[src/rtl/emc_pkg.sv]
package emc_pkg;
  // Width of the event-number fragment carried by the readout-type broadcast.
  localparam int ROT_W = 2;
  typedef logic [ROT_W-1:0] rot_lsb_t;

  // Merged record held in the output stage.
  typedef struct packed {
    logic corrupt;
    logic valid;
  } rec_flags_t;
endpackage

[src/rtl/emc_compare.sv]
// Flags every source whose identifiers differ from the source 0 reference.
module emc_compare #(
  parameter int NSRC = 4,
  parameter int BXW  = 12,
  parameter int EVW  = 24
) (
  input  logic [NSRC*BXW-1:0] bx_flat,
  input  logic [NSRC*EVW-1:0] ev_flat,
  output logic [NSRC-1:0]     diff_mask
);
  logic [BXW-1:0] ref_bx;
  logic [EVW-1:0] ref_ev;

  assign ref_bx = bx_flat[BXW-1:0];
  assign ref_ev = ev_flat[EVW-1:0];

  for (genvar i = 0; i < NSRC; i++) begin : g_src
    if (i == 0) begin : g_ref
      assign diff_mask[i] = 1'b0;
    end else begin : g_cmp
      logic bx_ne, ev_ne;
      assign bx_ne = (bx_flat[i*BXW +: BXW] != ref_bx);
      assign ev_ne = (ev_flat[i*EVW +: EVW] != ref_ev);
      assign diff_mask[i] = bx_ne | ev_ne;
    end
  end
endmodule

[src/rtl/emc_sat_counter.sv]
// Counter that stops at all ones instead of wrapping.
module emc_sat_counter #(
  parameter int W = 16
) (
  input  logic         clk,
  input  logic         rst_n,
  input  logic         inc,
  output logic [W-1:0] count
);
  localparam logic [W-1:0] TOP = {W{1'b1}};

  always_ff @(posedge clk or negedge rst_n) begin
    if (!rst_n)
      count <= '0;
    else if (inc && (count != TOP))
      count <= count + 1'b1;
  end
endmodule

[src/rtl/emc_sticky.sv]
// Bank of set-only flags, cleared by reset alone.
module emc_sticky #(
  parameter int N = 1
) (
  input  logic         clk,
  input  logic         rst_n,
  input  logic [N-1:0] set,
  output logic [N-1:0] flag
);
  for (genvar i = 0; i < N; i++) begin : g_flag
    always_ff @(posedge clk or negedge rst_n) begin
      if (!rst_n)
        flag[i] <= 1'b0;
      else if (set[i])
        flag[i] <= 1'b1;
    end
  end
endmodule

[src/rtl/evt_merge_check.sv]
module evt_merge_check #(
  parameter int NSRC = 4,
  parameter int BXW  = 12,
  parameter int EVW  = 24,
  parameter int OVFN = 4,
  parameter int CNTW = 16
) (
  input  logic                   clk,
  input  logic                   rst_n,
  input  logic [NSRC-1:0]        hdr_valid,
  output logic [NSRC-1:0]        hdr_ready,
  input  logic [NSRC*BXW-1:0]    hdr_bx,
  input  logic [NSRC*EVW-1:0]    hdr_ev,
  output logic                   out_valid,
  input  logic                   out_ready,
  output logic [BXW-1:0]         out_bx,
  output logic [EVW-1:0]         out_ev,
  output logic                   out_corrupt,
  output logic [NSRC-1:0]        out_mask,
  input  logic                   rot_valid,
  input  logic [emc_pkg::ROT_W-1:0] rot_lsb,
  input  logic [OVFN-1:0]        ovf_in,
  output logic [OVFN-1:0]        stat_ovf,
  output logic                   stat_oos,
  output logic [CNTW-1:0]        cnt_idmis,
  output logic [CNTW-1:0]        cnt_rot
);
  import emc_pkg::*;

  // ---------------- acceptance ----------------
  logic all_present, stage_free, accept;
  assign all_present = &hdr_valid;
  assign stage_free  = !out_valid || out_ready;
  assign accept      = all_present && stage_free;
  assign hdr_ready   = {NSRC{accept}};

  // ---------------- comparison ----------------
  logic [NSRC-1:0] diff_mask;
  logic            disagree;

  emc_compare #(.NSRC(NSRC), .BXW(BXW), .EVW(EVW)) u_cmp (
    .bx_flat   (hdr_bx),
    .ev_flat   (hdr_ev),
    .diff_mask (diff_mask)
  );
  assign disagree = |diff_mask;

  // ---------------- fatal flags ----------------
  logic [0:0] oos_set, oos_flag;
  assign oos_set = accept && disagree;

  emc_sticky #(.N(1)) u_oos (
    .clk (clk), .rst_n (rst_n), .set (oos_set), .flag (oos_flag)
  );
  assign stat_oos = oos_flag[0];

  emc_sticky #(.N(OVFN)) u_ovf (
    .clk (clk), .rst_n (rst_n), .set (ovf_in), .flag (stat_ovf)
  );

  // ---------------- output stage ----------------
  rec_flags_t rec;
  logic       tag_now;
  assign tag_now = disagree || stat_oos || (|stat_ovf);

  always_ff @(posedge clk or negedge rst_n) begin
    if (!rst_n) begin
      rec      <= '0;
      out_bx   <= '0;
      out_ev   <= '0;
      out_mask <= '0;
    end else if (accept) begin
      rec.valid   <= 1'b1;
      rec.corrupt <= tag_now;
      out_bx      <= hdr_bx[BXW-1:0];
      out_ev      <= hdr_ev[EVW-1:0];
      out_mask    <= diff_mask;
    end else if (out_ready) begin
      rec.valid   <= 1'b0;
    end
  end
  assign out_valid   = rec.valid;
  assign out_corrupt = rec.corrupt;

  // ---------------- broadcast event-number check ----------------
  rot_lsb_t last_lsb, ref_lsb;
  logic     rot_bad;

  always_ff @(posedge clk or negedge rst_n) begin
    if (!rst_n)
      last_lsb <= '0;
    else if (accept)
      last_lsb <= hdr_ev[ROT_W-1:0];
  end
  assign ref_lsb = accept ? hdr_ev[ROT_W-1:0] : last_lsb;
  assign rot_bad = rot_valid && (rot_lsb != ref_lsb);

  // ---------------- per-event error counters ----------------
  logic [1:0] cnt_inc;
  logic [1:0][CNTW-1:0] cnt_val;
  assign cnt_inc = {rot_bad, accept && disagree};

  for (genvar k = 0; k < 2; k++) begin : g_cnt
    emc_sat_counter #(.W(CNTW)) u_cnt (
      .clk (clk), .rst_n (rst_n), .inc (cnt_inc[k]), .count (cnt_val[k])
    );
  end
  assign cnt_idmis = cnt_val[0];
  assign cnt_rot   = cnt_val[1];
endmodule

[config.mk]
export PLATFORM = sky130hd
export DESIGN_NAME = evt_merge_check
export DESIGN_NICKNAME = d
export VERILOG_FILES = /design/src/rtl/emc_pkg.sv /design/src/rtl/emc_compare.sv /design/src/rtl/emc_sat_counter.sv /design/src/rtl/emc_sticky.sv /design/src/rtl/evt_merge_check.sv
export SDC_FILE = /design/constraint.sdc
export NUM_CORES = 1
export LEC_CHECK = 0
export BUFFER_PORTS_ARGS = -buffer_cell sky130_fd_sc_hd__buf_2
export CAP_MARGIN = 20
export CORE_ASPECT_RATIO = 0.9
export CORE_MARGIN = 5
export CORE_UTILIZATION = 40
export CTS_BUF_LIST = sky130_fd_sc_hd__clkbuf_4 sky130_fd_sc_hd__clkbuf_8 sky130_fd_sc_hd__clkbuf_16
export DETAILED_ROUTE_END_ITERATION = 8
export PLACE_DENSITY = 0.7
export SYNTH_ARGS = -nofsm -noshare
export SYNTH_HDL_FRONTEND = slang
export SYNTH_SLANG_ARGS = --single-unit
[constraint.sdc]
create_clock -name clk -period 5.44 [get_ports clk]
set_input_delay 0.272 -clock clk [delete_from_list [all_inputs] [get_ports clk]]
set_output_delay 0.272 -clock clk [all_outputs]
set_load 0.005 [all_outputs]
# Word-level counts from Yosys, hierarchy flattened
# Index checks and enable logic that the tools add are counted.
# Widths: inputs -> output; s select.
# op_classes
n_bitwise	3
shifts	0
reduce_logical	13
n_addsub	2
n_eq_ne	9
magnitude_cmp	0
n_mul	0
n_div	0
mux	3
# op_table
op	n
$ne 24x24->1	3
$ne 12x12->1	3
$add 16x1->16 const B	2
$ne 16x16->1 const B	2
$logic_and 1x1->1	5
$reduce_and 4->1	1
$reduce_or 4->1	1
$logic_or 1x1->1	3
$or 1x1->1	3
$reduce_or 3->1	1
$mux 1	2
$mux 2	1
$ne 2x2->1	1
$reduce_bool 2->1	1
$logic_not 1->1	1
# totals
ff_bits	80
mem_count	0
output_inout_bits	83
mem_bits_rw	0
latchBits	0
romBits	0

# Depth between registers and ports, before layout
# Gate-level depths: netlist (run 1).
# depth
word_depth	7
mapped_depth	9
mapped_depth_nobuf	8

# Hierarchy
# From an unflattened synthesis (run 1), not the netlist that was laid out.
# hier_totals
cells_unflattened	423
hier_area_um2	5052.3
# by_module_without_submodules
module	instances	cells_per_inst	area_per_inst_um2
evt_merge_check	1	118	1973.1
emc_compare	1	146	1178.6
emc_sat_counter at g_cnt[1].u_cnt	1	77	884.6
emc_sat_counter at g_cnt[0].u_cnt	1	72	859.6
emc_sticky at u_ovf	1	8	125.1
emc_sticky at u_oos	1	2	31.3

# Least setup slack after synthesis (run 1)
# OpenSTA, ideal clock, no wires.
# synth_timing
kind	register -> register
start	reg rec (netlist bit out_valid)
end	reg g_cnt[1].u_cnt.count[14]
setup_slack_ns	3.470
setup_time_ns	0.124
path_stages_with_launch	9
arrival_ns	1.847
period_less_slack_ns	1.970
cell_sequence	dfrtp_1 nor2b_1 o21ai_0 and3_1 o41ai_1 a31oi_1 buf_2 nand4_1 xnor2_1
# synth_via
elab_chain_cells	7
# synth_lines
element	line	text
start: declaration	evt_merge_check.sv:62	rec_flags_t rec;
$logic_not 1->1	evt_merge_check.sv:33	assign stage_free = !out_valid || out_ready;
$logic_or 1x1->1	evt_merge_check.sv:33	
$logic_and 1x1->1	evt_merge_check.sv:34	assign accept = all_present && stage_free;
$mux 2	-	
$ne 2x2->1	evt_merge_check.sv:96	assign rot_bad = rot_valid && (rot_lsb != ref_lsb);
$logic_and 1x1->1	evt_merge_check.sv:96	
$logic_and 1x1->1	emc_sat_counter.sv:15	else if (inc && (count != TOP))
end signal: assignment	emc_sat_counter.sv:16	count <= count + 1'b1;
end: declaration	emc_sat_counter.sv:8	output logic [W-1:0] count
# No other way between the ends.
# A chain may end at the register's enable or synchronous reset.

# Worst setup path after layout (run 1)
# layout_timing
start	reg rec (netlist bit out_valid)
end	out hdr_ready[2]
# layout_via
elab_chain_cells	3
# layout_lines
element	line	text
$logic_not 1->1	evt_merge_check.sv:33	
$logic_or 1x1->1	evt_merge_check.sv:33	
$logic_and 1x1->1	evt_merge_check.sv:34	
end: declaration	evt_merge_check.sv:11	output logic [NSRC-1:0] hdr_ready,
# No other way between the ends.

==> metrics.md, run 1 <==
| Metric | Value |
|---|---|
| FF-to-FF path depth | 7 |
| Register area share after synthesis | 43.8% |
| Worst stage delay on the critical path | 0.47 ns |
| Type of element capturing the critical path | output pin |
| First-pass GRT wire length | 24.3 mm |
| Critical hold path startpoint | ovf_in[3] |
| Switching power total | 0.000548 W |
| Total cell area at the placement stage | 0.00589 mm^2 |
| Final max-slew violation count | 0 |
| Library cell occupying the most area in the post-synthesis netlist | dfrtp_1 |
| Num CTS Buffers | 9 |
| Top cells by area in the synthesized netlist | dfrtp_1, xnor2_1, nand2_1 |
| Clock-pin transition on the worst setup and hold timing paths | 0.06 ns |
| Top achievable clock speed | 0.414 GHz |
| Routed wire length | 16.2 mm |
| Number of instances in the synthesized netlist | 496 |
| CTS max path bufs | 2 |
| Count of TritonRoute iterations in the first routing pass | 4 |
| Ports placed on the boundary | 241 |
| Number of failing setup endpoints in the final timing report | 0 |
| Dominant cell by count in the synthesized netlist | nand2_1 |
| Number of cell rows | 37 |
| Crit Reg-Reg Startpoint | out_valid |
| List of most frequent post-synthesis cells | nand2_1, xnor2_1, dfrtp_1, nand4_1, xor2_1 |
| Number of sinks driven by the clock tree | 80 |
| Maximum fanout along the worst path | 44 |
| FF-to-FF setup slack | 3.21 ns |
| Number of global-route vias before repair | 4601 |
| Count of flip-flops with a built-in enable after synthesis | 0 |
| WHS Path Cells | 2 |
| Share of the cycle needed by the critical path after routing | 44.4% |
| Filler cell count in the final layout | 1061 |
| Outcome | completed |
| Critical path, cell by cell | nand2b_1, nand2_1, buf_4, inv_1, buf_4, buf_2 |
| Category of cells accounting for the largest share of critical-path delay | buffers and inverters |
| Syn avg cell area | 9.23 um^2 |
| Dominant combinational cell family by area after synthesis | XOR/XNOR gates |
| Number of nets still failing antenna checks after routing | 0 |
| Critical path data arrival time | 2.14 ns |
| Post-cts gate resize count | 0 |
| Cell chosen for the clock root | clkbuf_16 |
| Worst min path class | in2reg |
| Floorplan die height | 111 um |
| # port buffers | 239 |
| Portion of netlist area occupied by mux cells | 1.04% |
| Yosys warning total | 0 |
| Global-route congestion overflow total | 0 |
| Final critical path time including I/O delays and setup | 2.41 ns |
| Max transition margin | 57.3% |
| Primary FF master, synth | dfrtp_1 |
| IR Drop Worst-Case VDD | 0.000317 V |
| Switching power as a share of total power | 29.3% |
| Clock tree from TritonCTS | done |
| Area share of the leading cell type in the synthesized netlist | 43.8% |
| Antenna violations before repair | 1 |
| Routed wire length per instance | 18.1 um |
| Vias per std cell | 4.99 |
| WHS Endpoint | u_ovf.flag[3] |
| Startpoint kind of the worst setup timing path | flip-flop |
| H-Tree Level Count | 3 |
| Clock insertion delay at the later pin of the skew report | 0.33 ns |
| DRC viols | 0 |
| Share of synthesized cell area in full adder, half adder and majority cells | 0.547% |
| Required time worst endpoint | 5.17 ns |
| Die Area | 0.0137 mm^2 |
| Distinct cell type count of the synthesized netlist | 34 |
| Net count after synthesis | 656 |
| Sequential Power Share | 41.5% |
| Tightest Pin Transition | 0.641 ns |
| Share of flip-flops with an asynchronous set or reset | 100% |
| Total half-perimeter wirelength after legalization and detailed placement | 12.9 mm |
| Relative area change from synthesis to final layout | 36.3% |
| Final hold violation count | 0 |
| Combinational group share of total power | 24.1% |
| Post-synthesis simple-gate area fraction | 25.1% |
| P_int | 0.00132 W |
| Most prevalent standard cell on the critical path | buf_4 |
| Area of the mapped netlist | 0.00458 mm^2 |
| Leakage power of the design | 3.12 nW |
| Total number of nets in the final design | 892 |
| Sum of buffers and inverters on the critical path | 4 |
| Crit Path Class | reg2out |
| Vias after detailed routing | 4458 |
| Worst-case clock skew | 0.00564 ns |
| Share of the synthesized area in compound gates (AO/OA/AOI/OAI) | 1.42% |
| Initial cell density of the core | 40.5% |
| RR Endpoint | g_cnt[1].u_cnt.count[1] |
| Proportion of layout cells with a drive suffix above 1 | 36.3% |
| Power density over the cells | 299 mW/mm^2 |
| Post-Layout Inst Area | 0.00624 mm^2 |
| Max cap viols | 0 |
| First-iteration detailed-routing DRC count | 248 |
| Xor/xnor cell area share of the yosys netlist | 25.6% |
| Post-CTS setup repair buffer count | 0 |
| Total global-route track usage | 23.0% |
| Total negative slack | 0 ns |
| Unrepaired setup endpoints after global routing | no |
| Final estimated routing congestion in global placement | 0.903 |
| Pin count of the biggest net entering global routing | 81 |
| Fraction of power consumed by the clock network | 34.4% |
| Die Wd | 123 um |
| Seq cells post-synth | 80 |
| Core ar. | 0.0113 mm^2 |
| Cell at the slowest stage of the critical path | buf_4 |
-- final cells by class --
class                      instances  area [um^2]  share of cell area (%)
clock buffer                      10          233                    3.73
clock inverter                     5         81.3                    1.30
inverter                           2         7.51                   0.120
antenna                            1         2.50                  0.0401
multi-input combinational        395         2460                    39.5
timing repair buffer             244         1250                    20.1
sequential                        80         2000                    32.1
tap                              156          195                    3.13
-- layer usage --
metal  GRT usage, %  share of wire, %  vias to the layer above  wire length (um)
li1               -                 -                     2114                 -
met1           27.4                38                     2102              6120
met5              0             0.062                        -                10
met2           39.6                50                      202              8110
met3           6.20               8.9                       38              1440
met4           7.99               2.9                        2               471
-- flip-flops by register name, indices dropped and copies added, names as in the netlist --
name,cells
out_valid,1
out_mask,3
out_ev,24
u_ovf.flag,4
out_bx,12
out_corrupt,1
last_lsb,2
g_cnt.u_cnt.count,32
u_oos.flag,1
-- placed cells by master, fill, tap and decap left out, drive strengths merged, types with 2 or more instances in the layout --
master	Yosys	final
nor4	9	9
nand2b	2	2
inv	2	3
and4	4	4
nand4	33	33
nand2	133	133
dfrtp	80	80
buf	13	243
xor2	26	26
a31oi	3	3
or2	5	5
xnor2	108	108
a21oi	3	3
and2	4	4
ha	2	2
clkbuf	6	10
nor3	8	8
and3	15	15
mux2	3	3
nor2	7	7
bufinv	0	2
nor2b	2	2
o21ai	3	3
nand3	19	19
-- how the worst max path moves through the flow --
stage                                to  cells after the start  slack (ns)       from
5_1_grt                    hdr_ready[1]                      6        2.81  out_valid
6_report                   hdr_ready[2]                      6        3.03  out_valid
2_1_floorplan  g_cnt[1].u_cnt.count[14]                      8        3.47  out_valid
3_3_place_gp    g_cnt[0].u_cnt.count[1]                      8        2.72  hdr_ev[4]
3_5_place_dp    g_cnt[0].u_cnt.count[1]                      8        2.69  hdr_ev[4]
4_1_cts                    hdr_ready[2]                      6        3.02  out_valid
-- through the flow --
step                setup WS (ns)  utilization, %  hold WS, ns  cells  power (W)
floorplan                    3.47               -      -0.0236    496   0.000973
global route                 2.81            55.2        0.113    892    0.00197
global placement             2.72            52.1        0.454    874    0.00122
detailed placement           2.69            52.1        0.457    875    0.00123
CTS                          3.02            54.9        0.111    890    0.00189
finish                       3.03            55.2        0.126    893    0.00187
-- kinds of logic (layout without fill, tap and decap cells) --
| family | Yosys count | after routing |
|---|---|---|
| AND/OR/NAND/NOR | 243 | 243 |
| XOR/XNOR | 134 | 134 |
| flip-flops | 80 | 80 |
| buffers and inverters | 21 | 261 |
| AO/OA/AOI/OAI | 11 | 11 |
| multiplexers | 4 | 4 |
| adder cells (fa/ha/maj) | 2 | 2 |
| other | 1 | 2 |
-- power by group through the flow --
stage / clock network, W / registers [W] / logic [W]
final: 0.000643 / 0.000775 / 0.000449
after global routing: 0.000686 / 0.000791 / 0.000498
after CTS: 0.000662 / 0.000774 / 0.000454
after detailed placement: 0 / 0.000781 / 0.000452
after global placement: 0 / 0.000775 / 0.000440
after floorplan: 0 / 0.000777 / 0.000196
-- what timing repair did --
item                                    4_1_cts  5_1_grt
hold endpoints to repair                      0       35
hold buffers                                  0        1
endpoints found under the setup margin        0        0
-- worst register-to-register path, stage by stage, from the launching register on --
cell,delay (ns)
dfrtp_1,0.39
nor2b_1,0.14
o21ai_0,0.29
a21oi_1,0.11
o41ai_1,0.48
a31oi_1,0.17
buf_4,0.26
mux2_2,0.27
(Power assumes the default switching activity.)
==> run 2, diff against run 1 <==
--- a/config.mk
+++ b/config.mk
@@ -5,6 +5,7 @@
 export SDC_FILE = /design/constraint.sdc
 export NUM_CORES = 1
 export LEC_CHECK = 0
+export ABC_AREA = 1
 export BUFFER_PORTS_ARGS = -buffer_cell sky130_fd_sc_hd__buf_2
 export CAP_MARGIN = 20
 export CORE_ASPECT_RATIO = 0.9
@@ -12,7 +13,7 @@
 export CORE_UTILIZATION = 40
 export CTS_BUF_LIST = sky130_fd_sc_hd__clkbuf_4 sky130_fd_sc_hd__clkbuf_8 sky130_fd_sc_hd__clkbuf_16
 export DETAILED_ROUTE_END_ITERATION = 8
-export PLACE_DENSITY = 0.7
+export PLACE_DENSITY = 0.67
 export SYNTH_ARGS = -nofsm -noshare
 export SYNTH_HDL_FRONTEND = slang
 export SYNTH_SLANG_ARGS = --single-unit
==> constraint.sdc (replaced) <==
create_clock -name clk -period 2.5 [get_ports clk]
set_input_delay 0.125 -clock clk [delete_from_list [all_inputs] [get_ports clk]]
set_output_delay 0.125 -clock clk [all_outputs]
set_load 0.005 [all_outputs]
==> run 2 against run 1 <==
Critical path depth up 5. Utilization down 1.7 points. Final cell count up 40%. Via count up 27%. Worst setup slack worse by 2.6 ns. Worst hold slack worse by 0.056 ns. Count of clock-buffer cells in the layout unchanged. Clock skew up 0.0039 ns. Clock power up 100%. Die area up 19%. Global-route usage down 3.0 points.
==> metrics.md, run 2 <==
| Metric | Value |
|---|---|
| Outcome | completed |
| Routed wire length | 16.4 mm (+1.4%) |
| Dominant cell by count in the synthesized netlist | nand2_1 |
| Count of TritonRoute iterations in the first routing pass | 5 (+1) |
| Number of failing setup endpoints in the final timing report | 0 (unchanged) |
| Initial cell density of the core | 41.2% (+0.65 points) |
| Filler cell count in the final layout | 1379 (+30%) |
| Final estimated routing congestion in global placement | 0.840 (-7.0%) |
| Setup slack at placement | 0.508 ns (-2.18 ns) |
| Library cell occupying the most area in the post-synthesis netlist | dfrtp_1 |
| Core ar. | 0.0135 mm^2 (+19%) |
| FF-to-FF path depth | 11 (+4) |
| Required time worst endpoint | 2.73 ns (-2.44 ns) |
| Clock-pin transition on the worst setup and hold timing paths | 0.07 ns (about the same) |
| Number of nets still failing antenna checks after routing | 0 (unchanged) |
| Seq cells post-synth | 80 (unchanged) |
| Antenna violations before repair | 0 (-1) |
| Share of the cycle needed by the critical path after routing | 82.0% |
| Number of instances in the synthesized netlist | 838 (+69%) |
| Top cells by area in the synthesized netlist | dfrtp_1, nand2_1, inv_1 |
| Total global-route track usage | 20.0% (-3.0 points) |
| DRC viols | 0 (unchanged) |
| IR Drop Worst-Case VDD | 0.000321 V (+1.3%) |
| Category of cells accounting for the largest share of critical-path delay | simple AND/OR/NAND/NOR gates |
| Post-Layout Inst Area | 0.00721 mm^2 (+16%) |
| Leading cell type in the layout, fill and taps excluded | nand2_1 |
| Number of cell rows | 40 (+8.1%) |
| Post-route total power | 0.00405 W (+120%) |
| Syn avg cell area | 6.61 um^2 (-28%) |
| Routed wire length per instance | 13.1 um (-28%) |
| # port buffers | 239 (unchanged) |
| Total negative slack | 0 ns (unchanged) |
| Post-CTS setup repair buffer count | 0 (unchanged) |
| Vias per std cell | 4.55 (-8.9%) |
| Yosys warning total | 0 (unchanged) |
| WHS Endpoint | out_bx[3] |
| Maximum fanout along the worst path | 14 (-68%) |
| Total number of nets in the final design | 1237 (+39%) |
| Power density over the cells | 561 mW/mm^2 (+87%) |
| Portion of netlist area occupied by mux cells | 0% (-1.0 points) |
| Share of the synthesized area in compound gates (AO/OA/AOI/OAI) | 3.36% (+1.9 points) |
| Area share of the leading cell type in the synthesized netlist | 36.1% (-7.6 points) |
| Cell depth of the worst setup path | 11 (+5) |
| WHS Path Cells | 3 (+1) |
| Final non-filler cell total | 1250 (+40%) |
| Post-cts gate resize count | 0 (unchanged) |
| Total cell area at the placement stage | 0.00685 mm^2 (+16%) |
| Leakage power of the design | 4.21 nW (+35%) |
| Relative area change from synthesis to final layout | 30.1% |
| Number of sinks driven by the clock tree | 80 (unchanged) |
| Global-route congestion overflow total | 0 (unchanged) |
| CTS max path bufs | 2 (unchanged) |
| Proportion of layout cells with a drive suffix above 1 | 28.9% (-7.3 points) |
| Num CTS Buffers | 9 (unchanged) |
| Area of the mapped netlist | 0.00554 mm^2 (+21%) |
| First-pass GRT wire length | 26.1 mm (+7.4%) |
| Dominant combinational cell family by area after synthesis | simple AND/OR/NAND/NOR gates |
| Die Wd | 134 um (+9.2%) |
| H-Tree Level Count | 3 (unchanged) |
| Die Area | 0.0163 mm^2 (+19%) |
| Pin count of the biggest net entering global routing | 81 (unchanged) |
| Setup slack after layout | 0.450 ns (-2.58 ns) |
| Crit Reg-Reg Startpoint | out_valid |
| Top flop regs | g_cnt.u_cnt.count x32, out_ev x24, out_bx x12 |
| Critical path, cell by cell | nand2_1, nand2_2, inv_2, nand2_1, nand2_1, xor2_1, inv_1, nand2_2, nand2_2, o21ai_0, nand2_1 |
| Crit Path Class | reg2reg |
| Most prevalent standard cell on the critical path | nand2_1 |
| Share of synthesized cell area in full adder, half adder and majority cells | 0.452% (-0.095 points) |
| Antenna cells | 0 (-1) |
| FF-to-FF setup slack | 0.45 ns (-2.76 ns) |
| Number of flip-flops in the largest register | 32 (unchanged) |
| Sum of buffers and inverters on the critical path | 2 (-2) |
| Largest register by flop count | g_cnt.u_cnt.count |
| FF/Latch Area | 0.00200 mm^2 (unchanged) |
| List of most frequent post-synthesis cells | nand2_1, inv_1, dfrtp_1, nor2_1, nand3_1 |
| Total half-perimeter wirelength after legalization and detailed placement | 13.0 mm (+0.76%) |
| Primary FF master, synth | dfrtp_1 |
| Final max-slew violation count | 0 (unchanged) |
| Distinct cell type count of the synthesized netlist | 30 (-12%) |
| Cell chosen for the clock root | clkbuf_16 |
| Clock insertion delay at the later pin of the skew report | 0.34 ns (about the same) |
| Ports placed on the boundary | 241 (unchanged) |
| Floorplan die height | 122 um (+9.1%) |
| Max cap viols | 0 (unchanged) |
| Post-synthesis simple-gate area fraction | 38.5% (+13 points) |
| Xor/xnor cell area share of the yosys netlist | 10.9% (-15 points) |
| Count of hold buffers inserted by post-cts repair | 4 (+4) |
| Net count after synthesis | 998 (+52%) |
| Worst min path class | in2reg |
| Post-Place Cells | 1228 (+40%) |
| Count of flip-flops with a built-in enable after synthesis | 0 (unchanged) |
| Final critical path time including I/O delays and setup | 2.05 ns |
| Register area share after synthesis | 36.1% (-7.6 points) |
| Commonest cells after routing, fill and taps aside | nand2_1, buf_2, inv_1, dfrtp_1, nor2_1 |
| Cell at the slowest stage of the critical path | dfrtp_1 |
| Unrepaired setup endpoints after global routing | no |
| Top achievable clock speed | 0.488 GHz |
| RR Endpoint | g_cnt[1].u_cnt.count[10] |
| Area of the multi-input gates | 0.00295 mm^2 (+20%) |
| Type of element capturing the critical path | flip-flop |
| Share of flip-flops with an asynchronous set or reset | 100% (unchanged) |
| Clock tree from TritonCTS | done |
| Critical hold path startpoint | hdr_bx[3] |
| Worst stage delay on the critical path | 0.37 ns (-0.10 ns) |
| First-iteration detailed-routing DRC count | 311 (+25%) |
| Worst-case clock skew | 0.00951 ns (+0.00387 ns) |
| Number of global-route vias before repair | 5223 (+14%) |
| Vias after detailed routing | 5683 (+27%) |
| Critical path data arrival time | 2.28 ns (+0.14 ns) |
| Final hold violation count | 0 (unchanged) |
| Startpoint kind of the worst setup timing path | flip-flop |
==> run 2: changes by cell type after synthesis, moves of 24 or more <==
cell	previous run	this run
nor2_1	7	64
xnor2_1	108	35
o21ai_0	3	32
nand2_1	133	348
inv_2	0	24
inv_1	2	92
==> run 2: worst max path at each step <==
stage	from	end	slack (ns)
global placement	out_valid	g_cnt[1].u_cnt.count[10]	0.56
detailed placement	out_valid	g_cnt[1].u_cnt.count[10]	0.51
global route	out_valid	g_cnt[1].u_cnt.count[10]	0.20
finish	out_valid	g_cnt[1].u_cnt.count[10]	0.45
floorplan	g_cnt[0].u_cnt.count[0]	g_cnt[0].u_cnt.count[15]	0.80
CTS	out_valid	g_cnt[1].u_cnt.count[10]	0.40
==> run 2: tightest hold or removal path, stage by stage <==
cell and delay, ns:
buf_2 0.14, nand2_1 0.07, nand2_1 0.04
==> run 2: per-stage QoR <==
step / hold WS (ns) / utilization [%]
finish: 0.0693 / 53.6
global route: 0.0767 / 53.6
CTS: 0.00289 / 53.3
detailed placement: 0.317 / 50.8
global placement: 0.313 / 50.8
floorplan: -0.171 / -
==> run 2: cell families (layout without fill, tap and decap cells) <==
logic type,after synthesis,after routing
XOR/XNOR,68,68
AND/OR/NAND/NOR,512,512
other,1,1
AO/OA/AOI/OAI,36,36
flip-flops,80,80
buffers and inverters,139,383
adder cells (fa/ha/maj),2,2
==> run 2: layout make-up <==
| cell class | count | area share (%) |
|---|---|---|
| Clock buffer | 10 | 3.31 |
| Clock inverter | 6 | 0.677 |
| Tap cell | 168 | 2.92 |
| Timing Repair Buffer | 251 | 18.3 |
| Inverter | 116 | 6.04 |
| Sequential cell | 80 | 27.8 |
| Multi-Input combinational cell | 619 | 41.0 |
==> run 2: power breakdown <==
group / leakage [nW] / internal (W) / total, W / switching (W)
Combinational: 3.08 / 0.000495 / 0.00108 / 0.000589
Clock: 0.132 / 0.000711 / 0.00129 / 0.000580
Sequential: 1.00 / 0.00151 / 0.00167 / 0.000167
==> run 2: per-layer routing <==
layer / wire [um] / up-vias / GRT usage [%]
met1: 7350 / 2452 / 26.4
met3: 1170 / 24 / 4.58
met4: 327 / 0 / 7.12
met5: 0 / - / 0
li1: - / 3026 / -
met2: 7530 / 181 / 32.2
==> run 3, diff against run 2 <==
--- a/config.mk
+++ b/config.mk
@@ -5,7 +5,7 @@
 export SDC_FILE = /design/constraint.sdc
 export NUM_CORES = 1
 export LEC_CHECK = 0
-export ABC_AREA = 1
+export ABC_AREA = 0
 export BUFFER_PORTS_ARGS = -buffer_cell sky130_fd_sc_hd__buf_2
 export CAP_MARGIN = 20
 export CORE_ASPECT_RATIO = 0.9
@@ -13,7 +13,7 @@
 export CORE_UTILIZATION = 40
 export CTS_BUF_LIST = sky130_fd_sc_hd__clkbuf_4 sky130_fd_sc_hd__clkbuf_8 sky130_fd_sc_hd__clkbuf_16
 export DETAILED_ROUTE_END_ITERATION = 8
-export PLACE_DENSITY = 0.67
+export PLACE_DENSITY = 0.7
 export SYNTH_ARGS = -nofsm -noshare
 export SYNTH_HDL_FRONTEND = slang
 export SYNTH_SLANG_ARGS = --single-unit
==> constraint.sdc (replaced) <==
create_clock -name clk -period 2 [get_ports clk]
set_input_delay 0.1 -clock clk [delete_from_list [all_inputs] [get_ports clk]]
set_output_delay 0.1 -clock clk [all_outputs]
set_load 0.005 [all_outputs]
==> run 3 against run 2 <==
Sequential cell count unchanged. Critical endpoint is now g_cnt[1].u_cnt.count[13]. Worst hold slack lost 0.014 ns. First-iteration DRC count down 24%. Cell area down 3.7%.
==> metrics.md, run 3 (synthesized netlist as in run 1, its figures left out) <==
| Metric | Value |
|---|---|
| Cell at the slowest stage of the critical path | dfrtp_1 |
| Combinational group share of total power | 28.0% (+1.2 points) |
| Switching power total | 0.00156 W (+16%) |
| FF/Latch Area | 0.00200 mm^2 (unchanged) |
| Number of failing setup endpoints in the final timing report | 0 (unchanged) |
| Post-Place Cells | 929 (-24%) |
| Total number of nets in the final design | 958 (-23%) |
| Total half-perimeter wirelength after legalization and detailed placement | 13.3 mm (+1.8%) |
| Critical path, cell by cell | buf_6, nand2b_4, nand3_1, a21oi_1, o41ai_4, a31oi_4, buf_4, nand4_1, xnor2_1 |
| Worst-case clock skew | 0.00603 ns (-0.00348 ns) |
| Number of nets still failing antenna checks after routing | 0 (unchanged) |
| # port buffers | 239 (unchanged) |
| H-Tree Level Count | 3 (unchanged) |
| DRC viols | 0 (unchanged) |
| Share of the cycle needed by the critical path after routing | 98.0% (+16 points) |
| Clock tree from TritonCTS | done |
| Initial cell density of the core | 40.5% (-0.65 points) |
| Antenna cells | 0 (unchanged) |
| Leading cell type in the layout, fill and taps excluded | buf_2 |
| Clock insertion delay at the later pin of the skew report | 0.32 ns (-0.02 ns) |
| Number of flip-flops in the largest register | 32 (unchanged) |
| Maximum fanout along the worst path | 5 (-9) |
| First-pass GRT wire length | 24.7 mm (-5.4%) |
| Area of the multi-input gates | 0.00261 mm^2 (-12%) |
| FF-to-FF path depth | 9 (-2) |
| Startpoint kind of the worst setup timing path | flip-flop |
| Routed wire length | 16.7 mm (+1.7%) |
| Total global-route track usage | 23.2% (+3.3 points) |
| Top flop regs | g_cnt.u_cnt.count x32, out_ev x24, out_bx x12 |
| Vias per std cell | 4.91 (+7.9%) |
| Vias after detailed routing | 4704 (-17%) |
| Filler cell count in the final layout | 1009 (-27%) |
| Switching power as a share of total power | 29.2% (-3.8 points) |
| Die Area | 0.0137 mm^2 (-16%) |
| Floorplan die height | 111 um (-8.4%) |
| Type of element capturing the critical path | flip-flop |
| Number of sinks driven by the clock tree | 80 (unchanged) |
| Final estimated routing congestion in global placement | 0.965 (+15%) |
| Top achievable clock speed | 0.510 GHz (+4.5%) |
| Routed wire length per instance | 17.4 um (+33%) |
| Post-route total power | 0.00532 W (+32%) |
| Total negative slack | 0 ns (unchanged) |
| Global-route congestion overflow total | 0 (unchanged) |
| Number of global-route vias before repair | 4772 (-8.6%) |
| Pin count of the biggest net entering global routing | 38 (-53%) |
| Ports placed on the boundary | 241 (unchanged) |
| Critical hold path startpoint | hdr_ev[11] |
| Relative area change from synthesis to final layout | 51.8% |
| Crit Path Class | reg2reg |
| Core Util, Final | 61.5% (+7.9 points) |
| Final max-slew violation count | 0 (unchanged) |
| IR Drop Worst-Case VDD | 0.000644 V (+100%) |
| Largest register by flop count | g_cnt.u_cnt.count |
| Final critical path time including I/O delays and setup | 1.96 ns (-0.0890 ns) |
| WHS Path Cells | 3 (unchanged) |
| Max cap viols | 0 (unchanged) |
| First-iteration detailed-routing DRC count | 237 (-24%) |
| RR Endpoint | g_cnt[1].u_cnt.count[13] |
| Power density over the cells | 767 mW/mm^2 (+37%) |
| Worst min path class | in2reg |
| Worst stage delay on the critical path | 0.39 ns (+0.02 ns) |
| Final hold violation count | 0 (unchanged) |
| Num CTS Buffers | 9 (unchanged) |
| Proportion of layout cells with a drive suffix above 1 | 43.3% (+14 points) |
| P_int | 0.00377 W (+39%) |
| Count of TritonRoute iterations in the first routing pass | 4 (-1) |
| Number of cell rows | 37 (-7.5%) |
| Cell chosen for the clock root | clkbuf_16 |
| Sequential Power Share | 39.1% (-2.2 points) |
| Crit Reg-Reg Startpoint | out_valid |
| Fraction of power consumed by the clock network | 32.9% (+1.0 points) |
| Die Wd | 123 um (-8.4%) |
| Leakage power of the design | 3.49 nW (-17%) |
| CTS max path bufs | 2 (unchanged) |
| WHS Endpoint | out_ev[11] |
| Required time worst endpoint | 2.21 ns (-0.52 ns) |
| Outcome | completed |
| Clock-pin transition on the worst setup and hold timing paths | 0.06 ns (about the same) |
| Commonest cells after routing, fill and taps aside | buf_2, nand2_1, xnor2_1, dfrtp_1, buf_4 |
| Final non-filler cell total | 959 (-23%) |
| Critical path data arrival time | 2.17 ns (-0.11 ns) |
| Antenna violations before repair | 1 (+1) |
| Core ar. | 0.0113 mm^2 (-16%) |
| FF-to-FF setup slack | 0.04 ns (-0.41 ns) |
-- run 3: routing by layer --
metal	GRT usage (%)	routed length [um]
met5	0	13
met4	6.79	334
met3	5.54	1370
met2	41.2	8540
met1	27.7	6400
-- run 3: what timing repair did --
item,4_1_cts,5_1_grt
hold buffers,5,0
gates resized for setup,13,18
endpoints found under the setup margin,16,37
buffers inserted,3,6
pin swaps,2,5
endpoints found under the hold margin,39,0
-- run 3: worst max path at each step --
| stage | to | startpoint |
|---|---|---|
| 6_report | g_cnt[1].u_cnt.count[13] | out_valid |
| 5_1_grt | g_cnt[1].u_cnt.count[13] | out_valid |
| 4_1_cts | g_cnt[1].u_cnt.count[0] | out_valid |
| 2_1_floorplan | g_cnt[1].u_cnt.count[14] | out_valid |
| 3_5_place_dp | g_cnt[1].u_cnt.count[1] | out_valid |
| 3_3_place_gp | g_cnt[1].u_cnt.count[1] | out_valid |
-- run 3: worst max-delay path, delay by kind of cell (launching register included) --
family          cells  cell delay [ns]
buf+inv             2             0.31
compound gates      3             0.65
simple gates        3             0.34
xor+xnor            1             0.16
flops               1             0.39
-- run 3: per-stage QoR --
step | instance area [um^2] | setup slack, ns | hold WS (ns)
finish | 6940 | 0.0391 | 0.0555
global route | 6940 | -0.0557 | 0.0569
CTS | 6810 | 0.00356 | 0.0433
detailed placement | 6350 | -0.562 | 0.0983
global placement | 6350 | -0.434 | 0.0881
floorplan | 4580 | 0.0296 | -0.196
-- run 3: final cells by class --
class | instances | area share (%)
Inverter | 2 | 0.108
Clock buffer | 10 | 3.35
Clock inverter | 6 | 1.21
Multi-Input combinational cell | 395 | 37.5
Tap cell | 156 | 2.81
Timing Repair Buffer | 310 | 26.2
Sequential cell | 80 | 28.8
-- run 3: power by group through the flow --
stage | registers [W] | logic (W) | clock network [W]
2_1_floorplan | 0.00211 | 0.000533 | 0
3_3_place_gp | 0.00208 | 0.00136 | 0
3_5_place_dp | 0.00209 | 0.00140 | 0
4_1_cts | 0.00207 | 0.00146 | 0.00180
5_1_grt | 0.00212 | 0.00163 | 0.00188
6_report | 0.00208 | 0.00149 | 0.00175
